==> src/rtl/cbr_pkg.sv <==
`timescale 1ns/1ps
package cbr_pkg;

    localparam int OPW  = 6;
    localparam int REGW = 5;
    localparam int HIW  = OPW + 2 * REGW;

    localparam logic [OPW-1:0] OP_LEZ_GRP  = 6'h06;
    localparam logic [OPW-1:0] OP_GTZ_GRP  = 6'h07;
    localparam logic [OPW-1:0] OP_OVF_GRP  = 6'h08;
    localparam logic [OPW-1:0] OP_GEC_GRP  = 6'h16;
    localparam logic [OPW-1:0] OP_LTC_GRP  = 6'h17;
    localparam logic [OPW-1:0] OP_NOVF_GRP = 6'h18;
    localparam logic [OPW-1:0] OP_BR26     = 6'h32;
    localparam logic [OPW-1:0] OP_EQZ_JMP  = 6'h36;
    localparam logic [OPW-1:0] OP_BRL26    = 6'h3A;
    localparam logic [OPW-1:0] OP_NEZ_JMPL = 6'h3E;

    typedef enum logic [2:0] {
        K_NONE,
        K_ILLEGAL,
        K_LEGACY,
        K_COMPACT,
        K_JUMP
    } kind_e;

    typedef enum logic [4:0] {
        C_NEVER,
        C_ALWAYS,
        C_RT_LEZ,
        C_RT_GTZ,
        C_RT_GEZ,
        C_RT_LTZ,
        C_GEU,
        C_LTU,
        C_GES,
        C_LTS,
        C_OVF,
        C_NOVF,
        C_RT_EQZ,
        C_RT_NEZ,
        C_EQ,
        C_NE,
        C_RS_EQZ,
        C_RS_NEZ,
        C_RS_LEZ,
        C_RS_GTZ
    } cond_e;

    typedef enum logic [1:0] {
        OFF16,
        OFF21,
        OFF26
    } off_e;

    typedef struct packed {
        kind_e kind;
        cond_e cond;
        off_e  off;
        logic  link;
    } dec_t;

    typedef enum logic {
        SLOT_CLEAR,
        SLOT_SHADOW
    } slot_e;

endpackage

==> src/rtl/cbr_decode.sv <==
`timescale 1ns/1ps
module cbr_decode
    import cbr_pkg::*;
(
    input  logic [HIW-1:0] hi_bits,
    output dec_t           dec
);

    logic [OPW-1:0]  op;
    logic [REGW-1:0] rs_n;
    logic [REGW-1:0] rt_n;
    logic            rs_zero;
    logic            rt_zero;
    logic            same;
    logic            rs_ge_rt;

    assign op       = hi_bits[HIW-1 -: OPW];
    assign rs_n     = hi_bits[2*REGW-1 -: REGW];
    assign rt_n     = hi_bits[REGW-1:0];
    assign rs_zero  = (rs_n == '0);
    assign rt_zero  = (rt_n == '0);
    assign same     = (rs_n == rt_n);
    assign rs_ge_rt = (rs_n >= rt_n);

    always_comb begin
        dec.kind = K_NONE;
        dec.cond = C_NEVER;
        dec.off  = OFF16;
        dec.link = 1'b0;
        unique case (op)
            OP_LEZ_GRP: begin
                if (rt_zero) begin
                    dec.kind = K_LEGACY;
                    dec.cond = C_RS_LEZ;
                end else begin
                    dec.kind = K_COMPACT;
                    if (rs_zero) begin
                        dec.cond = C_RT_LEZ;
                        dec.link = 1'b1;
                    end else if (same) begin
                        dec.cond = C_RT_GEZ;
                        dec.link = 1'b1;
                    end else begin
                        dec.cond = C_GEU;
                    end
                end
            end
            OP_GTZ_GRP: begin
                if (rt_zero) begin
                    dec.kind = K_LEGACY;
                    dec.cond = C_RS_GTZ;
                end else begin
                    dec.kind = K_COMPACT;
                    if (rs_zero) begin
                        dec.cond = C_RT_GTZ;
                        dec.link = 1'b1;
                    end else if (same) begin
                        dec.cond = C_RT_LTZ;
                        dec.link = 1'b1;
                    end else begin
                        dec.cond = C_LTU;
                    end
                end
            end
            OP_GEC_GRP: begin
                if (rt_zero) begin
                    dec.kind = K_ILLEGAL;
                end else begin
                    dec.kind = K_COMPACT;
                    if (rs_zero)   dec.cond = C_RT_LEZ;
                    else if (same) dec.cond = C_RT_GEZ;
                    else           dec.cond = C_GES;
                end
            end
            OP_LTC_GRP: begin
                if (rt_zero) begin
                    dec.kind = K_ILLEGAL;
                end else begin
                    dec.kind = K_COMPACT;
                    if (rs_zero)   dec.cond = C_RT_GTZ;
                    else if (same) dec.cond = C_RT_LTZ;
                    else           dec.cond = C_LTS;
                end
            end
            OP_OVF_GRP: begin
                dec.kind = K_COMPACT;
                if (rs_ge_rt) begin
                    dec.cond = C_OVF;
                end else if (rs_zero) begin
                    dec.cond = C_RT_EQZ;
                    dec.link = 1'b1;
                end else begin
                    dec.cond = C_EQ;
                end
            end
            OP_NOVF_GRP: begin
                dec.kind = K_COMPACT;
                if (rs_ge_rt) begin
                    dec.cond = C_NOVF;
                end else if (rs_zero) begin
                    dec.cond = C_RT_NEZ;
                    dec.link = 1'b1;
                end else begin
                    dec.cond = C_NE;
                end
            end
            OP_EQZ_JMP: begin
                if (rs_zero) begin
                    dec.kind = K_JUMP;
                    dec.cond = C_ALWAYS;
                end else begin
                    dec.kind = K_COMPACT;
                    dec.cond = C_RS_EQZ;
                    dec.off  = OFF21;
                end
            end
            OP_NEZ_JMPL: begin
                if (rs_zero) begin
                    dec.kind = K_JUMP;
                    dec.cond = C_ALWAYS;
                    dec.link = 1'b1;
                end else begin
                    dec.kind = K_COMPACT;
                    dec.cond = C_RS_NEZ;
                    dec.off  = OFF21;
                end
            end
            OP_BR26: begin
                dec.kind = K_COMPACT;
                dec.cond = C_ALWAYS;
                dec.off  = OFF26;
            end
            OP_BRL26: begin
                dec.kind = K_COMPACT;
                dec.cond = C_ALWAYS;
                dec.off  = OFF26;
                dec.link = 1'b1;
            end
            default: begin
                dec.kind = K_NONE;
            end
        endcase
    end

endmodule

==> src/rtl/cbr_cond.sv <==
`timescale 1ns/1ps
module cbr_cond
    import cbr_pkg::*;
#(
    parameter int XLEN = 64
) (
    input  cond_e           cond,
    input  logic [XLEN-1:0] rs_val,
    input  logic [XLEN-1:0] rt_val,
    output logic            hit
);

    logic [XLEN-1:0] sum;
    logic            ovf;
    logic            rs_z;
    logic            rt_z;
    logic            rs_neg;
    logic            rt_neg;

    assign sum    = rs_val + rt_val;
    assign ovf    = (rs_val[XLEN-1] == rt_val[XLEN-1]) && (sum[XLEN-1] != rs_val[XLEN-1]);
    assign rs_z   = (rs_val == '0);
    assign rt_z   = (rt_val == '0);
    assign rs_neg = rs_val[XLEN-1];
    assign rt_neg = rt_val[XLEN-1];

    always_comb begin
        unique case (cond)
            C_ALWAYS: hit = 1'b1;
            C_RT_LEZ: hit = rt_neg | rt_z;
            C_RT_GTZ: hit = !rt_neg && !rt_z;
            C_RT_GEZ: hit = !rt_neg;
            C_RT_LTZ: hit = rt_neg;
            C_GEU:    hit = (rs_val >= rt_val);
            C_LTU:    hit = (rs_val < rt_val);
            C_GES:    hit = ($signed(rs_val) >= $signed(rt_val));
            C_LTS:    hit = ($signed(rs_val) < $signed(rt_val));
            C_OVF:    hit = ovf;
            C_NOVF:   hit = !ovf;
            C_RT_EQZ: hit = rt_z;
            C_RT_NEZ: hit = !rt_z;
            C_EQ:     hit = (rs_val == rt_val);
            C_NE:     hit = (rs_val != rt_val);
            C_RS_EQZ: hit = rs_z;
            C_RS_NEZ: hit = !rs_z;
            C_RS_LEZ: hit = rs_neg | rs_z;
            C_RS_GTZ: hit = !rs_neg && !rs_z;
            default:  hit = 1'b0;
        endcase
    end

endmodule

==> src/rtl/cbr_target.sv <==
`timescale 1ns/1ps
module cbr_target
    import cbr_pkg::*;
#(
    parameter int XLEN = 64,
    parameter int IW   = 32
) (
    input  kind_e           kind,
    input  off_e            off,
    input  logic            hit,
    input  logic [XLEN-1:0] pc,
    input  logic [XLEN-1:0] rt_val,
    input  logic [25:0]     imm_bits,
    output logic [XLEN-1:0] next_pc,
    output logic [XLEN-1:0] link_addr
);

    localparam logic [XLEN-1:0] STEP = XLEN'(IW / 8);

    logic [XLEN-1:0] ext16;
    logic [XLEN-1:0] ext21;
    logic [XLEN-1:0] ext26;
    logic [XLEN-1:0] sel_off;
    logic [XLEN-1:0] seq_pc;
    logic [XLEN-1:0] skip_pc;

    assign ext16   = {{(XLEN-16){imm_bits[15]}}, imm_bits[15:0]};
    assign ext21   = {{(XLEN-21){imm_bits[20]}}, imm_bits[20:0]};
    assign ext26   = {{(XLEN-26){imm_bits[25]}}, imm_bits[25:0]};
    assign seq_pc  = pc + STEP;
    assign skip_pc = seq_pc + STEP;

    always_comb begin
        unique case (off)
            OFF21:   sel_off = ext21;
            OFF26:   sel_off = ext26;
            default: sel_off = ext16;
        endcase
    end

    always_comb begin
        unique case (kind)
            K_LEGACY:  next_pc = hit ? (seq_pc + (ext16 << 2)) : skip_pc;
            K_COMPACT: next_pc = hit ? (seq_pc + (sel_off << 2)) : seq_pc;
            K_JUMP:    next_pc = rt_val + ext16;
            default:   next_pc = seq_pc;
        endcase
    end

    assign link_addr = seq_pc;

endmodule

==> src/rtl/cbr_unit.sv <==
`timescale 1ns/1ps
module cbr_unit
    import cbr_pkg::*;
#(
    parameter int XLEN = 64,
    parameter int IW   = 32
) (
    input  logic            clk,
    input  logic            rst_n,
    input  logic            in_valid,
    input  logic [IW-1:0]   in_instr,
    input  logic [XLEN-1:0] in_pc,
    input  logic [XLEN-1:0] in_rs_val,
    input  logic [XLEN-1:0] in_rt_val,
    output logic            out_valid,
    output logic            out_taken,
    output logic [XLEN-1:0] out_next_pc,
    output logic            out_link_we,
    output logic [XLEN-1:0] out_link_data,
    output logic            out_delay_slot,
    output logic            out_forbidden_slot,
    output logic            out_illegal
);

    dec_t            dec;
    logic            hit;
    logic            taken;
    logic [XLEN-1:0] next_pc;
    logic [XLEN-1:0] link_addr;
    logic            is_cti;
    logic            is_compact;
    slot_e           slot_q;
    slot_e           slot_d;

    cbr_decode u_decode (
        .hi_bits (in_instr[IW-1 -: HIW]),
        .dec     (dec)
    );

    cbr_cond #(.XLEN(XLEN)) u_cond (
        .cond   (dec.cond),
        .rs_val (in_rs_val),
        .rt_val (in_rt_val),
        .hit    (hit)
    );

    assign taken = hit && (dec.kind != K_NONE) && (dec.kind != K_ILLEGAL);

    cbr_target #(.XLEN(XLEN), .IW(IW)) u_target (
        .kind      (dec.kind),
        .off       (dec.off),
        .hit       (taken),
        .pc        (in_pc),
        .rt_val    (in_rt_val),
        .imm_bits  (in_instr[25:0]),
        .next_pc   (next_pc),
        .link_addr (link_addr)
    );

    assign is_cti     = (dec.kind == K_LEGACY) || (dec.kind == K_COMPACT) || (dec.kind == K_JUMP);
    assign is_compact = (dec.kind == K_COMPACT) || (dec.kind == K_JUMP);

    // slot state register
    always_ff @(posedge clk) begin
        if (!rst_n) slot_q <= SLOT_CLEAR;
        else        slot_q <= slot_d;
    end

    // slot transitions: enter_shadow, leave_shadow, hold
    always_comb begin
        slot_d = slot_q;
        unique case (slot_q)
            SLOT_CLEAR: begin
                if (in_valid && is_cti) slot_d = SLOT_SHADOW;
            end
            SLOT_SHADOW: begin
                if (in_valid && !is_cti) slot_d = SLOT_CLEAR;
            end
            default: slot_d = SLOT_CLEAR;
        endcase
    end

    // registered result
    always_ff @(posedge clk) begin
        if (!rst_n || !in_valid) begin
            out_valid          <= 1'b0;
            out_taken          <= 1'b0;
            out_next_pc        <= '0;
            out_link_we        <= 1'b0;
            out_link_data      <= '0;
            out_delay_slot     <= 1'b0;
            out_forbidden_slot <= 1'b0;
            out_illegal        <= 1'b0;
        end else begin
            out_valid          <= 1'b1;
            out_taken          <= taken;
            out_next_pc        <= next_pc;
            out_link_we        <= dec.link && taken;
            out_link_data      <= (dec.link && taken) ? link_addr : '0;
            out_delay_slot     <= (dec.kind == K_LEGACY);
            out_forbidden_slot <= is_compact && (slot_q == SLOT_SHADOW);
            out_illegal        <= (dec.kind == K_ILLEGAL);
        end
    end

endmodule

==> config.mk <==
export PLATFORM = sky130hd
export DESIGN_NAME = cbr_unit
export DESIGN_NICKNAME = d
export VERILOG_FILES = /design/src/rtl/cbr_pkg.sv /design/src/rtl/cbr_decode.sv /design/src/rtl/cbr_cond.sv /design/src/rtl/cbr_target.sv /design/src/rtl/cbr_unit.sv
export SDC_FILE = /design/constraint.sdc
export NUM_CORES = 1
export LEC_CHECK = 0
export ABC_CLOCK_PERIOD_IN_PS = 10500
export BUFFER_PORTS_ARGS = -buffer_cell sky130_fd_sc_hd__buf_2
export CORE_MARGIN = 3
export CORE_UTILIZATION = 55
export DETAILED_ROUTE_END_ITERATION = 8
export HOLD_SLACK_MARGIN = 0.03
export PLACE_DENSITY = 0.81
export SLEW_MARGIN = 40
export SYNTH_ARGS = -nofsm -noshare
export SYNTH_HDL_FRONTEND = slang
export SYNTH_SLANG_ARGS = --single-unit
export TNS_END_PERCENT = 50
==> constraint.sdc <==
create_clock -name clk -period 10.5 [get_ports clk]
set_input_delay 1.575 -clock clk [delete_from_list [all_inputs] [get_ports clk]]
set_output_delay 1.575 -clock clk [all_outputs]
set_load 0.05 [all_outputs]
==> results.cfg <==
[status]
status = complete, no violations

[critical_path]
path_class = input port to register
cp-start-kind = input port
reg2reg_slack_ns = 9.87
crit_required_ns = 10.78
cpLargestDelayFamily = simple AND/OR/NAND/NOR gates
startpoint = in_rt_val[63]
critPathArrivalTime_ns = 9.75
rr_worst_depth = 1
critical_path.endpoint_type = register
crit_buf_inv = 3
crit_slowest_cell = or4_1
worst-path-max-fanout = 21
critPathMaxStageDelay_ns = 0.65

[clocking]
cts_made_buffers = 17
cts_tree = yes
cts.sinks = 135
post_cts_buffers = 0
clock_latency_ns = 0.44
holdBufCountCts = 0
htree_levels = 4
root_buffer = clkbuf_16
cts.path.max_buffers = 2
clk_pin_slew_worst_paths_ns = 0.06
cts_resized = 0

[power]
internal_power_mw = 1.377
pwr-share-clk_pct = 31.4
power.switching_mw = 0.9079
p_per_area_nw_per_um2 = 99.92
max-vdd-ir-drop_v = 0.0001374
pwr-share-seq_pct = 23.2
comb_power_share_pct = 45.4
leakage_nw = 10.73
swShare_pct = 39.74

[run]
cap_violations = 0

[synthesis]
synthAdderAreaFrac_pct = 18.10
synth_nets = 3252
synth-main-ff-cell = dfxtp_1
synthTopCellsByArea = ha_1 (18%), dfxtp_1 (14%), a21oi_1 (6.9%)
synth-compound-area-share_pct = 26.32
yosysMostFrequentCell = ha_1
synthCells = 2742
synth_top_family_by_area = compound AO/OA/AOI/OAI gates
yosysTopAreaCell = ha_1
yosys.area_share.simple_pct = 25.69
synth_edf_count = 0
synth_seq_cells = 135
muxShareOfSynthArea_pct = 0.9980
avgSynthCellArea_um2 = 7.224
yosysWarnings = 0
syn_area_um2 = 19810
synth_top_area_share_pct = 17.69
seq_area_frac_synth_pct = 13.64
synth.distinct_cells = 98
synth_common_cells = ha_1 (280), a21oi_1 (273), nand2_1 (255)
async_flop_share_pct = 0
synthXorXnorAreaFrac_pct = 9.980

[floorplanning]
dieArea_um2 = 38330
core_um2 = 35050
start_util_pct = 56.51
die_w_um = 195.8
pin_count = 361
die_y_um = 195.8
num_rows = 68

[routing]
routed_via_density = 6.500
wirelength_um = 75640
wl_per_cell_um = 21.37
drt-initial-drc-count = 2507
first_pass_iters = 8
ant_nets = 0
remaining_drc_errors = 0
num_vias = 23010

[place]
dp_hpwl_um = 60820
post-place-ws_ns = 0.7472
portBuffers = 360
gp_congestion = 1.054

[grt]
grt_pass1_wl_um = 115900
overflow = 0
antenna_found_initial = 11
grt_usage_pct = 37.42
grt_pass1_vias = 21410
grt_max_degree = 65

[sta]
slew_viol_final = 0
fin_setup_tns_ns = 0
whs_ns = 0.4569
finalCriticalPeriod_ns = 9.462
skew_ns = 0.0001511
hold_viol = 0
slew_headroom_pct = 42.06
setup_viol = 0
worstMarginPinSlew_ns = 0.8611
rsz0062_at_grt = false
max_freq_mhz = 105.7
fin_ws_ns = 1.038
finalCritPeriodShare_pct = 90.12

[layout]
area.growth.synth_to_final_pct = 15.44
drive_gt1_share_pct = 15.72
nets = 3575

[worst_hold_path]
hold_end = out_forbidden_slot$_SDFF_PN0_
min_path_type = register to register
min_delay_path_depth = 2
## tightest hold or removal path: stages, from the launching register on
cell and delay [ns]:
dfxtp_1 0.31, nand2_1 0.06, a21oi_1 0.04
## per-layer routing
layer	share of wire, %	global-route usage [%]	wire, µm
met5	0.12	0	92
met4	4.1	15.08	3115
met3	12	8.381	9336
met2	41	56.75	31370
met1	42	51.41	31730
## worst max path at each step
stage / cells after the start / endpoint / slack, ns
global placement: 32 / out_next_pc[63]$_SDFF_PN0_ / 0.95
finish: 31 / out_next_pc[63]$_SDFF_PN0_ / 1.04
CTS: 31 / out_next_pc[63]$_SDFF_PN0_ / 1.20
global route: 31 / out_next_pc[63]$_SDFF_PN0_ / 0.46
floorplan: 34 / out_next_pc[55]$_SDFF_PN0_ / 1.46
detailed placement: 30 / out_next_pc[55]$_SDFF_PN0_ / 0.75
## power by group through the flow
stage / Clock (mW) / Sequential, mW / Combinational [mW]
detailed placement: 0 / 0.542 / 0.999
CTS: 0.720 / 0.531 / 1.00
global route: 0.739 / 0.531 / 1.12
floorplan: 0 / 0.584 / 0.648
global placement: 0 / 0.542 / 0.982
finish: 0.718 / 0.531 / 1.04
## kinds of logic after synthesis
kind of cell,count (synthesis)
multiplexers,19
AO/OA/AOI/OAI,804
flip-flops,135
adder cells (fa/ha/maj),285
buffers and inverters,273
XOR/XNOR,224
AND/OR/NAND/NOR,1002
## area by class of cell
type	count	area (µm²)
diodes	6	15.01
clock buffers	22	484.2
clock inverters	10	212.7
fillers	3161	12190
inverters	179	676.9
multi-input cells	2334	16120
flip-flops and latches	135	2703
well taps	455	569.3
repair buffers	398	2085
## registers in the layout (all words and copies together) (netlist names), named ones only
| name | cells |
|---|---|
| out_link_data | 64 |
| out_next_pc | 64 |
| out_delay_slot | 1 |
| out_forbidden_slot | 1 |
| out_illegal | 1 |
| out_link_we | 1 |
| out_taken | 1 |
| out_valid | 1 |
## cells in the final DEF, fill, tap and decap left out, types with 31 or more instances in the layout
master / instances
a21o_1: 88
a21oi_1: 272
a31oi_1: 32
and3_1: 38
buf_2: 360
buf_4: 37
dfxtp_1: 135
ha_1: 280
inv_1: 172
nand2_1: 254
nand3_1: 104
nand4_1: 63
nor2_1: 206
nor2b_1: 62
nor3_1: 67
nor4_1: 73
o21ai_0: 115
o21bai_1: 31
xnor2_1: 143
xor2_1: 79
## metrics by stage
stage	instances	instance area, µm²	utilization (%)	power, mW
after floorplan	2742	19810	-	1.232
after global placement	3500	22130	63.14	1.524
after detailed placement	3500	22140	63.16	1.540
after CTS	3532	22840	65.15	2.255
after global routing	3536	22860	65.21	2.392
final	3539	22870	65.23	2.285
(Power assumes the default switching activity.)
